## src/rtl/adc_seq_pkg.sv

```systemverilog
`timescale 1ns/1ps
package adc_seq_pkg;

  localparam int FRAME_BITS = 24;
  localparam int BYTE_BITS  = 8;
  localparam int RES_BITS   = 12;
  localparam int PAD_LO     = 3;
  localparam int RX_KEEP    = RES_BITS + PAD_LO;
  localparam int BIT_CNT_W  = $clog2(FRAME_BITS);

  typedef enum logic [2:0] {
    ST_IDLE,
    ST_LOW,
    ST_HIGH,
    ST_GAP,
    ST_TRAIL
  } seq_state_t;

  // start bit, channel, coding, input type, external-clock power bits
  function automatic logic [BYTE_BITS-1:0] make_ctrl(
    input logic [2:0] chan,
    input logic       unipolar,
    input logic       single
  );
    return {1'b1, chan, unipolar, single, 2'b11};
  endfunction

endpackage

```

## src/rtl/adc_phase_timer.sv

```systemverilog
`timescale 1ns/1ps
module adc_phase_timer #(
  parameter int W = 12
) (
  input  logic         clk,
  input  logic         rst,
  input  logic         load,
  input  logic [W-1:0] load_val,
  output logic         expired
);

  logic [W-1:0] cnt;

  always_ff @(posedge clk) begin
    if (rst) begin
      cnt <= '0;
    end else if (load) begin
      cnt <= load_val;
    end else if (cnt != '0) begin
      cnt <= cnt - W'(1);
    end
  end

  assign expired = (cnt == '0);

  AST_TIMER_MONOTONIC: assert property (@(posedge clk) disable iff (rst)
    (!load && !expired) |=> (cnt < $past(cnt)));

endmodule

```

## src/rtl/adc_shift_pair.sv

```systemverilog
`timescale 1ns/1ps
module adc_shift_pair
  import adc_seq_pkg::*;
(
  input  logic                  clk,
  input  logic                  rst,
  input  logic                  load,
  input  logic [FRAME_BITS-1:0] load_word,
  input  logic                  shift_out,
  input  logic                  sample,
  input  logic                  miso,
  output logic                  mosi,
  output logic [RES_BITS-1:0]   res_bits
);

  logic [FRAME_BITS-1:0] tx;
  logic [RX_KEEP-1:0]    rx;

  always_ff @(posedge clk) begin
    if (rst) begin
      tx <= '0;
    end else if (load) begin
      tx <= load_word;
    end else if (shift_out) begin
      tx <= {tx[FRAME_BITS-2:0], 1'b0};
    end
  end

  // only the newest RX_KEEP samples matter; older bits fall off the top
  always_ff @(posedge clk) begin
    if (rst || load) begin
      rx <= '0;
    end else if (sample) begin
      rx <= {rx[RX_KEEP-2:0], miso};
    end
  end

  assign mosi     = tx[FRAME_BITS-1];
  assign res_bits = rx[RX_KEEP-1:PAD_LO];

  AST_NO_SHIFT_AND_SAMPLE: assert property (@(posedge clk) disable iff (rst)
    !(shift_out && sample));

endmodule

```

## src/rtl/adc_time_guard.sv

```systemverilog
`timescale 1ns/1ps
module adc_time_guard #(
  parameter int LIMIT_CYC = 30000
) (
  input  logic clk,
  input  logic rst,
  input  logic start,
  input  logic stop,
  output logic over
);

  localparam int CW = $clog2(LIMIT_CYC + 1);

  logic          active;
  logic [CW-1:0] cnt;

  always_ff @(posedge clk) begin
    if (rst) begin
      active <= 1'b0;
      cnt    <= '0;
      over   <= 1'b0;
    end else if (start) begin
      active <= 1'b1;
      cnt    <= '0;
      over   <= 1'b0;
    end else if (active) begin
      if (stop) begin
        active <= 1'b0;
      end
      if (cnt != CW'(LIMIT_CYC)) begin
        cnt <= cnt + CW'(1);
      end else begin
        over <= 1'b1;
      end
    end
  end

  AST_GUARD_STICKY: assert property (@(posedge clk) disable iff (rst)
    (over && !start) |=> over);

  AST_GUARD_IDLE_QUIET: assert property (@(posedge clk) disable iff (rst)
    (!active && !start) |=> $stable(over));

endmodule

```

## src/rtl/adc_conv_seq.sv

```systemverilog
`timescale 1ns/1ps
module adc_conv_seq
  import adc_seq_pkg::*;
#(
  parameter int HALF_W    = 12,
  parameter int GAP_W     = 12,
  parameter int HALF_MIN  = 84,
  parameter int HALF_MAX  = 1250,
  parameter int LIMIT_CYC = 30000,
  parameter int OUT_W     = 16
) (
  input  logic              clk,
  input  logic              rst,
  input  logic              req_valid,
  input  logic [2:0]        req_chan,
  input  logic              req_unipolar,
  input  logic              req_single,
  input  logic [HALF_W-1:0] half_cfg,
  input  logic [GAP_W-1:0]  gap_cfg,
  output logic              busy,
  output logic              done,
  output logic [OUT_W-1:0]  result,
  output logic              rate_err,
  output logic              timeout_err,
  output logic              spi_cs_n,
  output logic              spi_sclk,
  output logic              spi_mosi,
  input  logic              spi_miso
);

  localparam int TW       = (HALF_W > GAP_W) ? HALF_W : GAP_W;
  localparam int EXT_BITS = OUT_W - RES_BITS;
  localparam logic [BIT_CNT_W-1:0] LAST_BIT = BIT_CNT_W'(FRAME_BITS - 1);

  seq_state_t           state;
  logic [HALF_W-1:0]    h_lat;
  logic [GAP_W-1:0]     g_lat;
  logic                 uni_lat;
  logic [BIT_CNT_W-1:0] bitcnt;

  logic                 accept;
  logic                 rate_ok;
  logic                 start_ok;
  logic                 t_load;
  logic [TW-1:0]        t_val;
  logic                 t_exp;
  logic                 last_fall;
  logic                 byte_end;
  logic                 use_gap;
  logic                 do_sample;
  logic                 do_shift;
  logic                 guard_stop;
  logic                 guard_over;
  logic [RES_BITS-1:0]  res_bits;
  logic [OUT_W-1:0]     res_ext;
  logic [TW-1:0]        h_m1;
  logic [TW-1:0]        g_m1;

  assign rate_ok  = (half_cfg >= HALF_W'(HALF_MIN)) && (half_cfg <= HALF_W'(HALF_MAX));
  assign accept   = (state == ST_IDLE) && req_valid;
  assign start_ok = accept && rate_ok;

  assign h_m1 = TW'(h_lat) - TW'(1);
  assign g_m1 = TW'(g_lat) - TW'(1);

  assign last_fall = (bitcnt == LAST_BIT);
  assign byte_end  = (bitcnt[2:0] == 3'd7);
  assign use_gap   = byte_end && !last_fall && (g_lat != '0);

  assign do_sample  = (state == ST_LOW)  && t_exp;
  assign do_shift   = (state == ST_HIGH) && t_exp;
  assign guard_stop = do_sample && last_fall;

  // phase timer reload selection
  always_comb begin
    t_load = 1'b0;
    t_val  = '0;
    unique case (state)
      ST_IDLE: begin
        if (start_ok) begin
          t_load = 1'b1;
          t_val  = TW'(half_cfg) - TW'(1);
        end
      end
      ST_LOW: begin
        if (t_exp) begin
          t_load = 1'b1;
          t_val  = h_m1;
        end
      end
      ST_HIGH: begin
        if (t_exp) begin
          t_load = 1'b1;
          t_val  = use_gap ? g_m1 : h_m1;
        end
      end
      ST_GAP: begin
        if (t_exp) begin
          t_load = 1'b1;
          t_val  = h_m1;
        end
      end
      default: begin
        t_load = 1'b0;
      end
    endcase
  end

  adc_phase_timer #(.W(TW)) u_timer (
    .clk      (clk),
    .rst      (rst),
    .load     (t_load),
    .load_val (t_val),
    .expired  (t_exp)
  );

  adc_shift_pair u_shift (
    .clk       (clk),
    .rst       (rst),
    .load      (start_ok),
    .load_word ({make_ctrl(req_chan, req_unipolar, req_single), 16'h0000}),
    .shift_out (do_shift),
    .sample    (do_sample),
    .miso      (spi_miso),
    .mosi      (spi_mosi),
    .res_bits  (res_bits)
  );

  adc_time_guard #(.LIMIT_CYC(LIMIT_CYC)) u_guard (
    .clk   (clk),
    .rst   (rst),
    .start (start_ok),
    .stop  (guard_stop),
    .over  (guard_over)
  );

  generate
    if (EXT_BITS > 0) begin : g_ext
      assign res_ext = uni_lat ? {{EXT_BITS{1'b0}}, res_bits}
                               : {{EXT_BITS{res_bits[RES_BITS-1]}}, res_bits};
    end else begin : g_noext
      assign res_ext = res_bits[OUT_W-1:0];
    end
  endgenerate

  always_ff @(posedge clk) begin
    if (rst) begin
      state       <= ST_IDLE;
      h_lat       <= '0;
      g_lat       <= '0;
      uni_lat     <= 1'b0;
      bitcnt      <= '0;
      busy        <= 1'b0;
      done        <= 1'b0;
      result      <= '0;
      rate_err    <= 1'b0;
      timeout_err <= 1'b0;
      spi_cs_n    <= 1'b1;
      spi_sclk    <= 1'b0;
    end else begin
      done <= 1'b0;
      unique case (state)
        ST_IDLE: begin
          if (accept) begin
            if (rate_ok) begin
              h_lat    <= half_cfg;
              g_lat    <= gap_cfg;
              uni_lat  <= req_unipolar;
              bitcnt   <= '0;
              busy     <= 1'b1;
              spi_cs_n <= 1'b0;
              state    <= ST_LOW;
            end else begin
              done        <= 1'b1;
              rate_err    <= 1'b1;
              timeout_err <= 1'b0;
              result      <= '0;
            end
          end
        end
        ST_LOW: begin
          if (t_exp) begin
            spi_sclk <= 1'b1;
            state    <= ST_HIGH;
          end
        end
        ST_HIGH: begin
          if (t_exp) begin
            spi_sclk <= 1'b0;
            bitcnt   <= bitcnt + BIT_CNT_W'(1);
            if (last_fall) begin
              state <= ST_TRAIL;
            end else if (use_gap) begin
              state <= ST_GAP;
            end else begin
              state <= ST_LOW;
            end
          end
        end
        ST_GAP: begin
          if (t_exp) begin
            state <= ST_LOW;
          end
        end
        ST_TRAIL: begin
          if (t_exp) begin
            spi_cs_n    <= 1'b1;
            busy        <= 1'b0;
            done        <= 1'b1;
            rate_err    <= 1'b0;
            timeout_err <= guard_over;
            result      <= res_ext;
            state       <= ST_IDLE;
          end
        end
        default: state <= ST_IDLE;
      endcase
    end
  end

  AST_CLK_IDLE_LOW: assert property (@(posedge clk) disable iff (rst)
    spi_cs_n |-> !spi_sclk);

  AST_CS_RISE_WITH_DONE: assert property (@(posedge clk) disable iff (rst)
    $rose(spi_cs_n) |-> done);

  AST_MOSI_STEADY_HIGH: assert property (@(posedge clk) disable iff (rst)
    (spi_sclk && $past(spi_sclk)) |-> $stable(spi_mosi));

  AST_REFUSE_NO_CS: assert property (@(posedge clk) disable iff (rst)
    (done && rate_err) |-> spi_cs_n);

  AST_CS_ONLY_BUSY: assert property (@(posedge clk) disable iff (rst)
    !busy |-> spi_cs_n);

  AST_DONE_SINGLE: assert property (@(posedge clk) disable iff (rst)
    done |=> !done);

  AST_RESULT_HELD: assert property (@(posedge clk) disable iff (rst)
    !done |-> $stable(result));

endmodule

```

## config.mk

```make
export PLATFORM = sky130hd
export DESIGN_NAME = adc_conv_seq
export DESIGN_NICKNAME = d
export VERILOG_FILES = /design/src/rtl/adc_seq_pkg.sv /design/src/rtl/adc_phase_timer.sv /design/src/rtl/adc_shift_pair.sv /design/src/rtl/adc_time_guard.sv /design/src/rtl/adc_conv_seq.sv
export SDC_FILE = /design/constraint.sdc
export NUM_CORES = 1
export LEC_CHECK = 0
export ABC_CLOCK_PERIOD_IN_PS = 3700
export BUFFER_PORTS_ARGS = -buffer_cell sky130_fd_sc_hd__buf_2
export CELL_PAD_IN_SITES_DETAIL_PLACEMENT = 0
export CELL_PAD_IN_SITES_GLOBAL_PLACEMENT = 1
export CORE_MARGIN = 1
export CORE_UTILIZATION = 45
export CTS_CLUSTER_SIZE = 16
export DETAILED_ROUTE_END_ITERATION = 10
export PLACE_DENSITY = 0.9
export SLEW_MARGIN = 5
export SYNTH_ARGS = -nofsm -noshare
export SYNTH_HDL_FRONTEND = slang
export SYNTH_HIERARCHICAL = 1
export SYNTH_SLANG_ARGS = --single-unit
```

## constraint.sdc

```tcl
create_clock -name clk -period 3.7 [get_ports clk]
set_clock_uncertainty 0.2 [all_clocks]
set_input_delay 0.74 -clock clk [delete_from_list [all_inputs] [get_ports clk]]
set_output_delay 0.74 -clock clk [all_outputs]
set_load 0.01 [all_outputs]
```

==> results.txt, run 1 <==
----------------------------------------------------
[Layout]
  Number of inserted filler cells in the final layout ... 1254
  Design area ... around 7300 µm²
  Number of non-filler instances in the completed layout ... between 900 and 1k
  Synthesis-to-finish area growth ... 13.6%
  Layout cells sized above 1 ... 0.170
  Antenna fix cells ... 0
  Sequential standard cell area ... 2400 µm²
  Commonest cells after routing, fill and taps aside ... sky130_fd_sc_hd__dfxtp_1 (120), sky130_fd_sc_hd__buf_2 (55), sky130_fd_sc_hd__a21oi_1 (43), sky130_fd_sc_hd__nor2_1 (42), sky130_fd_sc_hd__mux2i_1 (42)
  Net count of the finished layout ... 804
  Area used by multi-input combinational logic ... 3610 µm²
  Most common library cell in the layout ignoring fill and taps ... sky130_fd_sc_hd__dfxtp_1

[Place]
  DP Worst Slack ... 0.405 ns
  RD Place Congestion ... 0.848
  Port bufs ... 55
  DPL Wire Length ... 10.6 mm
  Number of placed cells counting well taps ... between 900 and 1k
  Dpl cell area ... 6720 µm²

[Global routing]
  Wire length of the first global-routing pass ... 24.9 mm
  Via count of the first global-routing pass ... around 5.2k
  Antenna violations before repair ... 0
  Aggregate global routing overflow ... 0
  Pin count of the biggest net entering global routing ... 46
  Global routing usage summed across all routing layers ... 0.214

[Yosys]
  Netlist Area Pre-Place ... 6450 µm²
  Most frequently used flop master after synthesis ... sky130_fd_sc_hd__dfxtp_1
  Proportion of register bits with asynchronous set or reset after synthesis ... 0
  Number of flops mapped to enable cells by yosys ... 0
  Gate Count Post-Synth ... about 720
  Netlist cell types ... 77
  Share of synthesized area occupied by flip-flops and latches ... 0.372
  Yosys Warn Count ... 6
  Mean instance size in the synthesized netlist ... between 8 and 9 µm²
  Seq cells post-synth ... 120

[Floorplanning]
  Placeable Area ... 13900 µm²
  Number of rows created at floorplan ... 43
  Die Footprint ... 14800 µm²
  Die W ... 122 µm
  DIE HEIGHT ... 122 µm
  Starting utilization of the core area ... 0.463
  Number of top-level pins ... 56

[Hold path]
  Min-Delay Path Class ... flop to flop
  Cell depth of the worst hold path ... 1

[Setup path]
  Critical Path Sink Type ... flop
  R2r endpoint ... u_timer/cnt[9]
  Critical path launch point ... u_timer/cnt[0]
  Worst Path Arrival ... about 3.6 ns
  Type of the worst setup path ... flop to flop
  End of the critical path ... u_timer/cnt[9]
  Slowest stage delay, CP ... 0.51 ns
  Worst-path cell with the longest stage delay ... sky130_fd_sc_hd__nor3b_1
  Kind of start point of the critical path ... flop
  Most common cell on crit path ... sky130_fd_sc_hd__inv_1
  Minimum setup slack among reg-to-reg paths ... 0.29 ns
  Worst EP required ... approximately 3.9 ns
  Startpoint of the lowest-slack register-to-register path ... u_timer/cnt[0]
  Cells on worst reg2reg path ... 12
  Maximum fanout count along the critical path ... 11
  Cell chain of the critical path ... inv_1, ha_1, nor3b_1, nand3_1, inv_1, nand4bb_1, nor4_1, nor3_1, o221ai_1, inv_1, a21oi_1, o31a_1

[STA]
  Setup violation total in the final timing report ... 0
  Slew at the pin closest to its max-slew limit ... 1.16 ns
  Total count of hold-check failures in the final report ... 0
  Crit share post-route ... 0.923
  Summed negative setup slack over all endpoints ... 0 ns
  Maximum achievable frequency ... slightly below 0.3 GHz
  Setup repair after global routing missed its margin ... no
  Final setup slack of the worst path ... between 0.2 and 0.3 ns
  Clock period minus worst slack ... between 3 and 4 ns
  Relative slew slack ... 0.222
  Final number of max-transition violations ... 0

[Clock tree]
  H-tree lvl count ... 4
  TritonCTS Sinks ... between 100 and 150
  Maximum clock path buffer count ... 2
  CTS tree ... done
  Clock tree root buffer cell ... sky130_fd_sc_hd__clkbuf_16
  Latest clock arrival within the worst-skew pair ... 0.41 ns
  Hold bufs inserted after CTS ... 0
  CTS-repair resized insts ... 0
  Post-CTS Repair Setup Buffers ... 0
  Inserted Clock Buffers ... 17
  Clk slew on worst S/H paths ... 0.05 ns

[Power and ir drop]
  Sequential share of power ... 0.375
  P_int ... 2.85 mW
  Switching part of the total ... 0.283
  Total leakage power ... 2.74 nW
  Largest voltage drop on the vdd net ... 340 µV
  Switching pwr ... between 1 and 1.5 mW
  Ratio of total power to cell area ... 543 nW/µm²
  Clock power frac ... 0.422
  Combinational power share ... 0.203
  Final Power ... 3.98 mW

[Detailed routing]
  Iteration-0 DRC Markers ... slightly below 300
  Wire length per cell ... 15.8 µm
  Drt pass-1 iters ... 5
  Routed vias/inst ... 5.75
  Detailed-route DRC error count ... 0
  Final wirelength ... 15.1 mm
  Number of routed nets with antenna violations ... 0
  Vias after detailed routing ... 5471

[Job]
  Max-cap violation count ... 0

[Run status]
  Result of the run ... finished, final reports clean

----------------------------------------------------
## synthesized netlist by cell type (all sizes together) (4+ instances only)
cell type  number  area share
clkbuf         29       0.017
or3            12       0.013
o221ai         10       0.014
a211oi         27       0.031
nand3b          4      0.0047
a21oi          43       0.033
nor2b          27       0.026
nand4b          4      0.0054
nand3          40       0.033
nor2           52       0.034
a22o           12       0.016
ha             11       0.021
dfxtp         120        0.37
xor2           20       0.027
nor3           26       0.021
nor4           19       0.021
or2             4      0.0043
xnor2          16       0.022
inv            29       0.017
nand4          12       0.012
mux2i          42       0.065
a221oi          4      0.0064
nand2          20       0.012
a31oi           4      0.0039
o21a            6      0.0070
or4             5      0.0070
o21ai          33       0.026
o31a            7      0.0099
buf            36       0.046
## worst min-delay path by stage
stage	from	endpoint	slack (ns)
CTS	result[8]	result[8]	0.27
global route	result[9]	result[9]	0.28
detailed placement	result[8]	result[8]	0.26
floorplan	u_guard/over	u_guard/over	0.24
finish	result[8]	result[8]	0.27
global placement	result[1]	result[1]	0.26
## per-layer routing
metal | up-vias | track usage | wire length, µm
li1 | 2695 | - | -
met1 | 2648 | 0.262 | 6930
met2 | 105 | 0.365 | 7420
met3 | 23 | 0.0463 | 497
met4 | 0 | 0.0802 | 240
met5 | - | 0 | 0
## logic make-up (layout without fill, tap and decap cells)
family	after synthesis	after routing	synth area share
flip-flops	120	120	0.372
XOR/XNOR	36	36	0.0489
multiplexers	42	42	0.0652
AO/OA/AOI/OAI	170	170	0.185
buffers and inverters	94	127	0.0801
AND/OR/NAND/NOR	247	247	0.226
other	2	19	0.00116
adder cells (fa/ha/maj)	11	11	0.0213
## critical path: cells and delay by family (launching register included)
family	cells	cell delay (ns)
and+or+nand+nor	5	1.58
DFF	1	0.32
buffers and inverters	3	0.41
AOI/OAI and AO/OA	3	0.66
adders and majority gates	1	0.17
## registers in the layout, indices dropped and copies added (netlist names)
register / cells
g_lat: 12
result: 13
timeout_err: 1
u_shift/rx: 15
spi_sclk: 1
h_lat: 12
u_guard/over: 1
u_guard/cnt: 15
done: 1
u_guard/active: 1
spi_cs_n: 1
rate_err: 1
state: 3
bitcnt: 5
uni_lat: 1
busy: 1
u_shift/tx: 24
u_timer/cnt: 12
## through the flow
step	hold WS, ns	utilization
finish	0.268	0.526
global route	0.285	0.526
CTS	0.269	0.526
detailed placement	0.257	0.482
global placement	0.257	0.482
floorplan	0.237	-
## final cells by class
type | count | share of cell area
Timing Repair Buffer | 67 | 0.0516
Clock buffer | 23 | 0.0666
Multi-Input combinational cell | 525 | 0.492
Clock inverter | 8 | 0.0162
Tap cell | 180 | 0.0307
Sequential cell | 120 | 0.328
Inverter | 29 | 0.0149
## power groups by stage
stage	sequential (mW)	clock, mW	combinational, mW
detailed placement	1.52	0	0.796
CTS	1.49	1.70	0.802
finish	1.49	1.68	0.810
floorplan	1.48	0	0.637
global route	1.50	1.76	0.897
global placement	1.51	0	0.766
No activity file was read; power rests on OpenSTA's default activity.
==> run 2: changes to the inputs <==
--- a/config.mk
+++ b/config.mk
@@ -14,5 +14,5 @@
 export CTS_CLUSTER_SIZE = 16
 export DETAILED_ROUTE_END_ITERATION = 10
-export PLACE_DENSITY = 0.9
+export PLACE_DENSITY_LB_ADDON = 0.1
 export SLEW_MARGIN = 5
 export SYNTH_ARGS = -nofsm -noshare
==> constraint.sdc (replaced) <==
create_clock -name clk -period 3.7 [get_ports clk]
set_clock_uncertainty 0.2 [all_clocks]
set_input_delay 0.185 -clock clk [delete_from_list [all_inputs] [get_ports clk]]
set_output_delay 0.185 -clock clk [all_outputs]
set_load 0.01 [all_outputs]
==> results.txt, run 2 (synthesis gave the netlist of run 1 again) <==
----------------------------------------------------
[STA]
  Slew at the pin closest to its max-slew limit ... around 1.1 ns
  Setup violation total in the final timing report ... 0
  Total count of hold-check failures in the final report ... 0
  Final hold slack ... 0.125 ns
  Clock period minus worst slack ... 3.23 ns
  Relative slew slack ... 0.229
  Crit share post-route ... 0.874
  Setup repair after global routing missed its margin ... no
  Final number of max-transition violations ... 0
  Summed negative setup slack over all endpoints ... 0 ns
  Maximum achievable frequency ... approximately 0.3 GHz
  Final setup slack of the worst path ... approximately 0.47 ns

[Global routing]
  Aggregate global routing overflow ... 0
  Wire length of the first global-routing pass ... about 26 mm
  Antenna violations before repair ... 0
  Via count of the first global-routing pass ... 5188
  Pin count of the biggest net entering global routing ... 46
  Global routing usage summed across all routing layers ... 0.222

[Floorplanning]
  Starting utilization of the core area ... 0.463
  Number of rows created at floorplan ... 43
  DIE HEIGHT ... 122 µm
  Placeable Area ... 13900 µm²
  Number of top-level pins ... 56
  Die W ... about 120 µm
  Die Footprint ... about 15000 µm²

[Setup path]
  Cells on worst reg2reg path ... 12
  Kind of start point of the critical path ... flop
  Type of the worst setup path ... flop to flop
  R2r endpoint ... u_timer/cnt[9]
  Minimum setup slack among reg-to-reg paths ... 0.47 ns
  Critical Path Sink Type ... flop
  Worst EP required ... 3.80 ns
  Worst Path Arrival ... 3.34 ns
  Startpoint of the lowest-slack register-to-register path ... u_timer/cnt[0]
  Maximum fanout count along the critical path ... 11

[Clock tree]
  TritonCTS Sinks ... 120
  Maximum clock path buffer count ... 2
  Clock tree root buffer cell ... sky130_fd_sc_hd__clkbuf_16
  Latest clock arrival within the worst-skew pair ... 0.41 ns
  Clk slew on worst S/H paths ... 0.06 ns
  CTS tree ... done
  Inserted Clock Buffers ... 17
  H-tree lvl count ... 4

[Layout]
  Net count of the finished layout ... about 830
  Core utilization of the finished layout ... 0.549
  Area used by multi-input combinational logic ... 3610 µm²
  Sequential standard cell area ... roughly 2400 µm²
  Commonest cells after routing, fill and taps aside ... sky130_fd_sc_hd__dfxtp_1 (120), sky130_fd_sc_hd__buf_2 (55), sky130_fd_sc_hd__a21oi_1 (43), sky130_fd_sc_hd__nor2_1 (42), sky130_fd_sc_hd__mux2i_1 (42)
  Layout cells sized above 1 ... 0.166
  Antenna fix cells ... 0
  Design area ... ~7700 µm²
  Flip-flop count of the largest register, all copies and words added ... 24
  Number of inserted filler cells in the final layout ... roughly 1.3k
  Register name with the most flops ... u_shift/tx
  Synthesis-to-finish area growth ... 18.7%
  Largest regs ... u_shift/tx (24), u_guard/cnt (15), u_shift/rx (15)
  Most common library cell in the layout ignoring fill and taps ... sky130_fd_sc_hd__dfxtp_1

[Place]
  Port bufs ... 55
  DP Worst Slack ... 0.335 ns
  DPL Wire Length ... 10.6 mm
  Dpl cell area ... 6710 µm²
  RD Place Congestion ... 0.841

[Run status]
  Result of the run ... finished, final reports clean

[Power and ir drop]
  Sequential share of power ... 0.362
  Switching pwr ... 1.19 mW
  Clock power frac ... 0.436
  Total leakage power ... 2.86 nW
  Combinational power share ... 0.203
  Switching part of the total ... 0.290
  Ratio of total power to cell area ... 537 nW/µm²
  P_int ... roughly 3 mW
  Largest voltage drop on the vdd net ... 390 µV

[Detailed routing]
  Final wirelength ... between 15 and 20 mm
  Drt pass-1 iters ... 6
  Wire length per cell ... 15.9 µm
  Routed vias/inst ... 5.63
  Detailed-route DRC error count ... 0
  Iteration-0 DRC Markers ... 361
  Number of routed nets with antenna violations ... 0
  Vias after detailed routing ... 5524

[Hold path]
  Worst min-delay path startpoint ... half_cfg[11]
  Cell depth of the worst hold path ... 4
  WHS Endpoint ... state[0]
  Min-Delay Path Class ... primary input to flop

[Job]
  Max-cap violation count ... 0

----------------------------------------------------
[run 2: cell types whose count changed in the layout (fill, tap and decap cells not counted)]
cell	change
sky130_fd_sc_hd__clkinv_4	+1
sky130_fd_sc_hd__clkbuf_8	-2
sky130_fd_sc_hd__bufinv_16	+1
sky130_fd_sc_hd__clkinvlp_4	+3
sky130_fd_sc_hd__inv_6	+3
sky130_fd_sc_hd__clkbuf_1	-2
sky130_fd_sc_hd__nor3b_1	-1
sky130_fd_sc_hd__nor3b_2	+1
sky130_fd_sc_hd__buf_4	-2
sky130_fd_sc_hd__clkinv_2	-3
sky130_fd_sc_hd__dlygate4sd3_1	+30
[run 2: through the flow]
stage / power, mW / cells
detailed placement: 2.31 / 919
global placement: 2.29 / 919
CTS: 4.13 / 981
global route: 4.31 / 981
finish: 4.11 / 981
floorplan: 2.12 / 739
[run 2: cell type report]
type,count,area share
timing repair buffer,95,0.0866
inverter,29,0.0142
clock buffer,19,0.0592
sequential,120,0.314
multi-input combinational,525,0.472
clock inverter,13,0.0250
tap,180,0.0294
[run 2: repair_timing]
item | 4_1_cts | 5_1_grt
buffers inserted | 0 | 0
hold buffers | 30 | 0
resized for setup | 0 | 1
endpoints found under the hold margin | 31 | 0
endpoints found under the setup margin | 0 | 7
[run 2: how the worst max path moves through the flow]
stage                               from        endpoint  slack, ns  cells after the start
after floorplan           u_timer/cnt[0]  u_timer/cnt[5]       0.64                     12
after global placement    u_timer/cnt[0]  u_timer/cnt[5]       0.50                     11
after detailed placement  u_timer/cnt[0]  u_timer/cnt[5]       0.33                     11
after CTS                 u_timer/cnt[0]  u_timer/cnt[5]       0.30                     11
after global routing      u_timer/cnt[0]  u_timer/cnt[2]       0.06                     11
final                     u_timer/cnt[0]  u_timer/cnt[9]       0.47                     12
[run 2: worst max-delay path, cell delays in order, from the launching register on]
cell and delay (ns):
sky130_fd_sc_hd__dfxtp_1 0.35, sky130_fd_sc_hd__inv_1 0.08, sky130_fd_sc_hd__ha_1 0.22, sky130_fd_sc_hd__nor3b_2 0.19, sky130_fd_sc_hd__nand3_1 0.15, sky130_fd_sc_hd__inv_1 0.15, sky130_fd_sc_hd__nand4bb_1 0.24, sky130_fd_sc_hd__nor4_1 0.09
sky130_fd_sc_hd__nor3_1 0.92, sky130_fd_sc_hd__o221ai_1 0.24, sky130_fd_sc_hd__inv_1 0.10, sky130_fd_sc_hd__a21oi_1 0.07, sky130_fd_sc_hd__o31a_1 0.12
[run 2: power by group through the flow]
stage | registers [mW] | clock network (mW) | logic [mW]
global route | 1.50 | 1.88 | 0.932
CTS | 1.48 | 1.82 | 0.827
detailed placement | 1.51 | 0 | 0.798
global placement | 1.51 | 0 | 0.786
finish | 1.49 | 1.79 | 0.834
floorplan | 1.48 | 0 | 0.637
[run 2: metal layers]
metal,vias to the layer above,GRT usage,part of all wire
li1,2749,-,-
met1,2683,0.282,0.48
met2,75,0.363,0.48
met3,17,0.0585,0.036
met4,0,0.0748,0.013
met5,-,0,0
==> run 3: changes to the inputs <==
Settings changed: GPL_TIMING_DRIVEN from default to 0, REMOVE_ABC_BUFFERS from default to 1.
==> results.txt, run 3 (synthesis gave the netlist of run 1 again) <==
----------------------------------------------------
[Run status]
  Result of the run ... finished, final reports clean

[Place]
  DPL Wire Length ... 9.79 mm
  Port bufs ... 55
  DP Worst Slack ... -0.608 ns
  RD Place Congestion ... 0.795
  Number of placed cells counting well taps ... 911

[Setup path]
  Worst EP required ... 3.81 ns
  Number of buffers and inverters on the critical path ... 2
  Critical path launch point ... state[2]
  Cell chain of the critical path ... or4b_1, nor3_4, nand2_1, inv_4, clkinvlp_4, a211oi_1
  Slowest stage delay, CP ... 0.69 ns
  Minimum setup slack among reg-to-reg paths ... 0.25 ns
  Kind of start point of the critical path ... flop
  Family of cells with the greatest summed delay on the critical path ... simple AND/OR/NAND/NOR gates
  Cells on worst reg2reg path ... 6
  Type of the worst setup path ... flop to flop
  Worst-path cell with the longest stage delay ... sky130_fd_sc_hd__or4b_1
  Worst Path Arrival ... 3.56 ns
  Startpoint of the lowest-slack register-to-register path ... state[2]
  Critical Path Sink Type ... flop
  R2r endpoint ... u_shift/tx[19]
  Maximum fanout count along the critical path ... 38

[Detailed routing]
  Number of routed nets with antenna violations ... 0
  Vias after detailed routing ... between 5k and 6k
  Drt pass-1 iters ... 5
  Routed vias/inst ... 5.65
  Wire length per cell ... between 15 and 20 µm
  Detailed-route DRC error count ... 0
  Final wirelength ... 15.4 mm
  Iteration-0 DRC Markers ... 398

[Global routing]
  Aggregate global routing overflow ... 0
  Global routing usage summed across all routing layers ... 0.222
  Pin count of the biggest net entering global routing ... between 80 and 90
  Wire length of the first global-routing pass ... roughly 26 mm
  Via count of the first global-routing pass ... around 5.3k
  Antenna violations before repair ... 0

[Layout]
  Flip-flop count of the largest register, all copies and words added ... 24
  Number of non-filler instances in the completed layout ... between 900 and 1k
  Commonest cells after routing, fill and taps aside ... sky130_fd_sc_hd__dfxtp_1 (120), sky130_fd_sc_hd__buf_2 (54), sky130_fd_sc_hd__nor2_1 (42), sky130_fd_sc_hd__a21oi_1 (42), sky130_fd_sc_hd__mux2i_1 (42)
  Antenna fix cells ... 0
  Number of inserted filler cells in the final layout ... 1263
  Most common library cell in the layout ignoring fill and taps ... sky130_fd_sc_hd__dfxtp_1
  Synthesis-to-finish area growth ... 20.1%
  Largest regs ... u_shift/tx (24), u_guard/cnt (15), u_shift/rx (15)
  Sequential standard cell area ... between 2000 and 2500 µm²
  Layout cells sized above 1 ... 0.169
  Register name with the most flops ... u_shift/tx
  Net count of the finished layout ... 831
  Area used by multi-input combinational logic ... approximately 3700 µm²

[Clock tree]
  CTS tree ... done
  Clock tree root buffer cell ... sky130_fd_sc_hd__clkbuf_16
  Clk slew on worst S/H paths ... 0.06 ns
  Maximum clock path buffer count ... 2
  TritonCTS Sinks ... 120
  H-tree lvl count ... 4
  Post-CTS Repair Setup Buffers ... 0
  Inserted Clock Buffers ... 17
  Latest clock arrival within the worst-skew pair ... between 0.4 and 0.5 ns

[STA]
  Total count of hold-check failures in the final report ... 0
  Setup repair after global routing missed its margin ... no
  Final number of max-transition violations ... 0
  Relative slew slack ... 0.381
  Slew at the pin closest to its max-slew limit ... between 0.9 and 1 ns
  Crit share post-route ... 0.933
  Clock period minus worst slack ... roughly 3.5 ns
  Final setup slack of the worst path ... between 0.2 and 0.25 ns
  Setup violation total in the final timing report ... 0
  Maximum achievable frequency ... between 0.2 and 0.3 GHz

[Floorplanning]
  Number of rows created at floorplan ... 43
  Number of top-level pins ... 56
  Starting utilization of the core area ... 0.463
  Die Footprint ... approximately 15000 µm²
  Placeable Area ... between 10000 and 15000 µm²
  Die W ... 122 µm
  DIE HEIGHT ... 122 µm

[Hold path]
  Cell depth of the worst hold path ... 4
  Min-Delay Path Class ... primary input to flop
  WHS Endpoint ... state[0]
  Worst min-delay path startpoint ... half_cfg[11]

[Power and ir drop]
  Final Power ... 4.06 mW
  Ratio of total power to cell area ... 525 nW/µm²
  Largest voltage drop on the vdd net ... 417 µV
  Total leakage power ... 2.84 nW

[Job]
  Max-cap violation count ... 0

----------------------------------------------------
==> run 3: cell count changes in the layout (fill, tap and decap cells not counted), sizes merged <==
| cell | before | now |
|---|---|---|
| buf | 65 | 57 |
| dlygate4sd3 | 30 | 36 |
| clkinvlp | 3 | 5 |
| inv | 32 | 30 |
| clkinv | 3 | 4 |
==> run 3: worst register-to-register path: stages (launching register included) <==
cell and delay (ns):
sky130_fd_sc_hd__dfxtp_1 0.47, sky130_fd_sc_hd__or4b_1 0.69, sky130_fd_sc_hd__nor3_4 0.58, sky130_fd_sc_hd__nand2_1 0.31
sky130_fd_sc_hd__inv_4 0.39, sky130_fd_sc_hd__clkinvlp_4 0.40, sky130_fd_sc_hd__a211oi_1 0.32
==> run 3: cell type report <==
class	count	area share
multi-input cells	525	0.474
flip-flops and latches	120	0.310
repair buffers	93	0.0874
clock buffers	19	0.0585
well taps	180	0.0291
clock inverters	13	0.0215
inverters	29	0.0182
repair inverters	1	0.000969
==> run 3: worst max-delay path by stage <==
stage	endpoint	slack [ns]	depth (start not counted)
finish	u_shift/tx[19]	0.25	6
global route	u_timer/cnt[5]	0.006	11
CTS	u_shift/tx[6]	0.02	6
detailed placement	u_timer/cnt[5]	-0.61	11
global placement	u_timer/cnt[5]	-1.12	11
floorplan	u_shift/rx[10]	-0.09	9
==> run 3: through the flow <==
stage | setup TNS, ns | cell area, µm² | hold slack (ns) | util
floorplan | -1.31 | 6110 | 0.0512 | -
global placement | -62.21 | 6610 | 0.223 | 0.474
detailed placement | -5.02 | 6670 | 0.237 | 0.479
CTS | 0 | 7680 | 0.00667 | 0.551
global route | 0 | 7750 | 0.0376 | 0.556
finish | 0 | 7750 | 0.0316 | 0.556
==> run 3: routing by layer <==
layer  part of all wire  GRT usage  vias up
met1               0.47      0.290     2663
li1                   -          -     2760
met5                  0          0        -
met3              0.041     0.0557        9
met4             0.0073     0.0617        0
met2               0.48      0.360      104
==> run 3: power breakdown <==
part           total [mW]  switching, mW  internal, mW  leakage, nW
registers            1.49          0.104          1.39        0.975
logic               0.846          0.472         0.374         1.57
clock network        1.72          0.624          1.10        0.296
==> run 3: repair_timing <==
| item | 4_1_cts | 5_1_grt |
|---|---|---|
| endpoints found under the hold margin | 31 | 0 |
| gates cloned | 0 | 1 |
| gates resized for setup | 6 | 12 |
| hold buffers | 36 | 0 |
| setup endpoints to repair | 15 | 52 |
